## src/rtl/addsub_pkg.sv

```systemverilog
package addsub_pkg;

  typedef enum logic [1:0] {
    OP_ADD     = 2'b00,
    OP_RSUB    = 2'b01,
    OP_SUB     = 2'b10,
    OP_ADD_ALT = 2'b11
  } addsub_op_e;

  localparam int unsigned DEF_WIDTH = 32;
  localparam int unsigned DEF_GRP   = 4;

endpackage

```

## src/rtl/addsub_precond.sv

```systemverilog
module addsub_precond
  import addsub_pkg::*;
#(
  parameter int unsigned WIDTH = DEF_WIDTH
) (
  input  logic [WIDTH-1:0] opnd_x,
  input  logic [WIDTH-1:0] opnd_y,
  input  logic [1:0]       op_code,
  output logic [WIDTH-1:0] term_and,
  output logic [WIDTH-1:0] term_or,
  output logic [WIDTH-1:0] term_xor,
  output logic             carry_in
);

  logic [WIDTH-1:0] cond_x;
  logic [WIDTH-1:0] cond_y;

  always_comb begin
    cond_x   = opnd_x;
    cond_y   = opnd_y;
    carry_in = 1'b0;
    case (op_code)
      OP_RSUB: begin
        cond_x   = ~opnd_x;
        carry_in = 1'b1;
      end
      OP_SUB: begin
        cond_y   = ~opnd_y;
        carry_in = 1'b1;
      end
      default: begin
        cond_x   = opnd_x;
        cond_y   = opnd_y;
        carry_in = 1'b0;
      end
    endcase
  end

  always_comb begin
    term_and = cond_x & cond_y;
    term_or  = cond_x | cond_y;
    term_xor = cond_x ^ cond_y;
  end

endmodule

```

## src/rtl/addsub_cla_grp.sv

```systemverilog
module addsub_cla_grp
  import addsub_pkg::*;
#(
  parameter int unsigned GRP = DEF_GRP
) (
  input  logic [GRP-1:0] bit_gen,
  input  logic [GRP-1:0] bit_xmit,
  input  logic [GRP-1:0] bit_half,
  input  logic           grp_cin,
  output logic [GRP-1:0] grp_sum,
  output logic           grp_gen,
  output logic           grp_xmit
);

  logic run_c;
  logic run_g;

  // ripple inside the short group, sum from half-sum and carry
  always_comb begin
    run_c = grp_cin;
    for (int i = 0; i < int'(GRP); i++) begin
      grp_sum[i] = bit_half[i] ^ run_c;
      run_c      = bit_gen[i] | (bit_xmit[i] & run_c);
    end
  end

  // group generate and transmit, independent of the carry-in
  always_comb begin
    run_g = 1'b0;
    for (int i = 0; i < int'(GRP); i++) begin
      run_g = bit_gen[i] | (bit_xmit[i] & run_g);
    end
    grp_gen  = run_g;
    grp_xmit = &bit_xmit;
  end

endmodule

```

## src/rtl/addsub_lookahead.sv

```systemverilog
module addsub_lookahead
  import addsub_pkg::*;
#(
  parameter int unsigned NGRP = DEF_WIDTH / DEF_GRP
) (
  input  logic [NGRP-1:0] grp_gen,
  input  logic [NGRP-1:0] grp_xmit,
  input  logic            carry_in,
  output logic [NGRP-1:0] grp_cin,
  output logic            carry_out
);

  logic [NGRP:0] chain;

  assign chain[0] = carry_in;

  for (genvar k = 0; k < NGRP; k++) begin : g_level
    assign chain[k+1] = grp_gen[k] | (grp_xmit[k] & chain[k]);
    assign grp_cin[k] = chain[k];
  end

  assign carry_out = chain[NGRP];

endmodule

```

## src/rtl/addsub_flags.sv

```systemverilog
module addsub_flags
  import addsub_pkg::*;
#(
  parameter int unsigned WIDTH = DEF_WIDTH,
  parameter int unsigned GRP   = DEF_GRP
) (
  input  logic             clk,
  input  logic             rst_n,
  input  logic             in_vld,
  input  logic [WIDTH-1:0] op_a,
  input  logic [WIDTH-1:0] op_b,
  input  logic [1:0]       op_sel,
  output logic             out_vld,
  output logic [WIDTH-1:0] result,
  output logic             zero_flag,
  output logic             carry_flag
);

  localparam int unsigned NGRP = WIDTH / GRP;

  // reset release synchroniser
  logic [1:0] rst_q;
  logic       rst_int_n;

  always_ff @(posedge clk or negedge rst_n) begin
    if (!rst_n) begin
      rst_q <= 2'b00;
    end else begin
      rst_q <= {rst_q[0], 1'b1};
    end
  end

  assign rst_int_n = rst_q[1];

  // stage 1: operand conditioning and bit terms
  logic [WIDTH-1:0] t_and;
  logic [WIDTH-1:0] t_or;
  logic [WIDTH-1:0] t_xor;
  logic             cin;

  addsub_precond #(.WIDTH(WIDTH)) u_precond (
    .opnd_x   (op_a),
    .opnd_y   (op_b),
    .op_code  (op_sel),
    .term_and (t_and),
    .term_or  (t_or),
    .term_xor (t_xor),
    .carry_in (cin)
  );

  // stage 2: group generate/transmit and group sums
  logic [NGRP-1:0]  g_gen;
  logic [NGRP-1:0]  g_xmit;
  logic [NGRP-1:0]  g_cin;
  logic [WIDTH-1:0] sum;
  logic             cout;

  for (genvar k = 0; k < NGRP; k++) begin : g_grp
    addsub_cla_grp #(.GRP(GRP)) u_grp (
      .bit_gen  (t_and[k*GRP +: GRP]),
      .bit_xmit (t_or[k*GRP +: GRP]),
      .bit_half (t_xor[k*GRP +: GRP]),
      .grp_cin  (g_cin[k]),
      .grp_sum  (sum[k*GRP +: GRP]),
      .grp_gen  (g_gen[k]),
      .grp_xmit (g_xmit[k])
    );
  end

  // stage 3: lookahead across groups
  addsub_lookahead #(.NGRP(NGRP)) u_look (
    .grp_gen   (g_gen),
    .grp_xmit  (g_xmit),
    .carry_in  (cin),
    .grp_cin   (g_cin),
    .carry_out (cout)
  );

  // stage 4: output selection (next state) and register
  logic [WIDTH-1:0] result_d;
  logic             zero_d;
  logic             carry_d;
  logic             vld_d;

  always_comb begin
    vld_d = in_vld;
    if (in_vld) begin
      result_d = sum;
      zero_d   = ~|sum;
      carry_d  = cout;
    end else begin
      result_d = result;
      zero_d   = zero_flag;
      carry_d  = carry_flag;
    end
  end

  always_ff @(posedge clk or negedge rst_int_n) begin
    if (!rst_int_n) begin
      out_vld    <= 1'b0;
      result     <= '0;
      zero_flag  <= 1'b0;
      carry_flag <= 1'b0;
    end else begin
      out_vld    <= vld_d;
      result     <= result_d;
      zero_flag  <= zero_d;
      carry_flag <= carry_d;
    end
  end

endmodule

```

## config.mk

```make
export PLATFORM = sky130hd
export DESIGN_NAME = addsub_flags
export DESIGN_NICKNAME = d
export VERILOG_FILES = /design/src/rtl/addsub_pkg.sv /design/src/rtl/addsub_precond.sv /design/src/rtl/addsub_cla_grp.sv /design/src/rtl/addsub_lookahead.sv /design/src/rtl/addsub_flags.sv
export SDC_FILE = /design/constraint.sdc
export NUM_CORES = 1
export LEC_CHECK = 0
export CAP_MARGIN = 20
export CORE_ASPECT_RATIO = 0.75
export CORE_MARGIN = 10
export CORE_UTILIZATION = 28
export DETAILED_ROUTE_END_ITERATION = 7
export GPL_TIMING_DRIVEN = 0
export PLACE_DENSITY = 0.56
export SYNTH_ARGS = -nofsm -noshare
export SYNTH_HDL_FRONTEND = slang
export SYNTH_SLANG_ARGS = --single-unit
```

## constraint.sdc

```tcl
create_clock -name clk -period 2.5 [get_ports clk]
set_clock_uncertainty 0.05 [all_clocks]
set_input_delay 0.375 -clock clk [delete_from_list [all_inputs] [get_ports clk]]
set_output_delay 0.375 -clock clk [all_outputs]
set_load 0.01 [all_outputs]
```

==> impl_metrics.yaml <==
grt:
  gr-total-overflow: 0
  grt_usage: 0.132
  antenna_found_initial: 0
  grt_start_max_net_pins: 36
  first_global_vias: 3732
  grt_pass1_wl_um: 20100
clocking:
  cts.sinks: 37
  cts_max_path_buffers: 2
  path_clk_slew_ns: 0.06
  cts_max_level: 2
  cts_inserted_buffers: 5
  worstSkewPairLatency_ns: 0.28
  postCtsHoldBufs: 0
  cts_tree: "done"
  clockRootBuffer: "clkbuf_16"
hold_path:
  hold_class: "in -> async"
synthesis:
  synth.distinct_cells: 40
  syn_avg_cell_area_um2: 9.82
  syn-num-nets: 562
  synth-xor-area-share: 0.162
  synth_top_family_by_area: "adder cells"
  synth_edf_count: 0
  yosys.area_share.adder: 0.319
  ys_async_sr_fraction: 1.00
  synth.mux.area_fraction: 0.0621
  netlist_area_um2: 3990
  synth_sequential_area_ratio: 0.232
  synth_compound_area_frac: 0.0709
  yosys_warnings: 0
  ys_ff_latch: 37
  yosys.area_share.simple: 0.0634
  syn_inst: 406
  ys.flop_type: "dfrtp_1"
timing:
  hold_viol_final: 0
  final_max_slew_viol_count: 0
  timing.hold.ws_ns: 0.204
  max_freq_ghz: 0.238
  min_period_ns: 4.20
  setup_ws_ns: -1.70
  max-slew-margin-rel: 0.452
  rsz0062_at_grt: "true"
  setup_viol: 33
  tightest_slew_ns: 0.822
  fin_crit_sh: 1.68
routing:
  drt-total-wl_um: 12600
  vias: 3272
  drc: 0
  via_per_inst: 4.42
  dr.pass1.iters: 4
  drt_iter0_drc: 85
  antenna_left: 0
  wl_per_cell_um: 17.0
place:
  port-buffer-count: 103
  place_area_um2: 5460
  place_inst: 684
  hpwl_um: 9650
  gp_congestion: 0.804
cells_and_area:
  design_area_um2: 6920
  antenna_cells: 0
  finalCoreUtilization: 0.500
  num-nets-final: 720
  layout-drive-gt1-share: 0.366
  finalNonFillerCells: 740
  syn_to_final_growth_pct: 73.4
status:
  failed_checks: "setup timing"
  status: "finished, violations left"
worst_setup_path:
  end_kind: "flip-flop"
  worstSetupPathType: "in -> reg"
  critPathMaxFanout: 3
  cp.arrival_ns: 4.37
  start_kind: "input port"
  worst_ep_required_time_ns: 2.68
floorplan:
  rows: 37
  dieArea_um2: 19500
  design.core.area_um2: 13800
  dieWidth_um: 158
  die_y_um: 123
  start_util: 0.288
  ios: 104
power_and_ir_drop:
  p_leak_nw: 3.11
  ir_drop_mv: 0.247
  p_per_area_nw_per_um2: 621
job:
  drv_cap: 0
-- placed cells by master (no fill, tap or decap), drive strengths merged, types with 2 or more instances in the layout --
master,instances
clkdlybuf4s50,96
inv,81
ha,64
buf,57
xor2,52
dfrtp,37
fa,23
mux2,22
a21oi,22
xnor2,21
nor2,15
clkbuf,11
nor4,9
nand2,5
dlygate4sd2,4
or4,4
nor3,4
nand4,3
o31ai,3
nor2b,3
o21ai,3
clkinv,3
a2111oi,2
a21o,2
o21bai,2
a211oi,2
nor3b,2
nand2b,2
-- sequential cells by signal, summed over array words and instances, names as in the netlist --
name / flops
result: 32
out_vld: 1
rst_q: 2
zero_flag: 1
carry_flag: 1
-- power by group --
| group | switching (mW) | internal (mW) |
|---|---|---|
| clock | 0.263 | 0.397 |
| sequential | 0.168 | 0.827 |
| combinational | 1.15 | 1.49 |
-- worst paths after layout --
| path | start | depth (start not counted) | endpoint | slack (ns) |
|---|---|---|---|---|
| worst min-delay path | rst_n | 1 | rst_q[0] | 0.20 |
| worst min register to register | rst_q[0] | 0 | rst_q[1] | 0.30 |
| worst max register to register | carry_flag | 5 | carry_flag | 1.23 |
| max in group asynchronous | rst_q[1] | 0 | carry_flag | 1.56 |
| worst max-delay path | op_b[7] | 19 | zero_flag | -1.70 |
| min in group clk | rst_q[0] | 0 | rst_q[1] | 0.30 |
-- metrics by stage --
step                      setup WS [ns]  power (mW)  setup TNS [ns]
after global placement            -2.95        2.94          -64.64
after global routing              -1.88        4.59          -38.13
after detailed placement          -2.99        2.96          -65.49
after CTS                         -1.72        4.15          -32.71
final                             -1.70        4.29          -34.19
after floorplan                   -1.68        2.01          -31.75
-- area by class of cell --
cell class,instances,area [µm²]
fill,1213,6920
multi-input combinational,275,3620
timing repair buffer,154,1550
sequential,37,927
inverter,82,323
tap,175,219
clock buffer,6,139
buffer,9,120
clock inverter,2,13.8
-- critical path, cell delays in order --
cell and delay [ns]:
clkdlybuf4s50_1 0.50, xor2_2 0.15, inv_1 0.06, ha_2 0.17, or4_4 0.52, a21oi_2 0.15, nor3b_2 0.06, a311o_2 0.43
a21oi_4 0.18, a21o_1 0.16, fa_2 0.19, inv_2 0.04, fa_2 0.34, fa_1 0.52, nand2_2 0.07, nor3_2 0.10
nand4_1 0.10, nor2_1 0.12, a22o_1 0.13
-- repair_timing --
item                                    4_1_cts  5_1_grt
endpoints found under the setup margin       32       33
buffers inserted                             48       20
cloned                                        1        0
pin swaps                                    46       30
gates resized for setup                     148       50
-- cell families after synthesis --
kind of cell | after synthesis
buf+inv | 94
flops | 37
other cells | 1
compound gates | 43
fa+ha+maj | 88
simple gates | 48
xor+xnor | 73
mux | 22
-- cell usage after synthesis, types with 4 or more instances --
| library cell | count | area share |
|---|---|---|
| nor3_1 | 4 | 0.0050 |
| fa_1 | 23 | 0.12 |
| ha_1 | 64 | 0.20 |
| nand2_1 | 5 | 0.0047 |
| xnor2_1 | 20 | 0.044 |
| clkbuf_1 | 5 | 0.0047 |
| nor4_1 | 9 | 0.014 |
| xor2_1 | 52 | 0.11 |
| buf_1 | 5 | 0.0047 |
| a21oi_1 | 21 | 0.026 |
| dfrtp_1 | 37 | 0.23 |
| inv_1 | 82 | 0.077 |
| mux2_2 | 22 | 0.062 |
| or4_1 | 4 | 0.0075 |
| nor2_1 | 15 | 0.014 |
-- layer usage --
layer	share of wire	track usage
met5	0	0
met1	0.44	0.165
met3	0.056	0.0371
met4	0.010	0.0262
met2	0.49	0.226
Note: power is estimated with default switching activity, not from simulation.
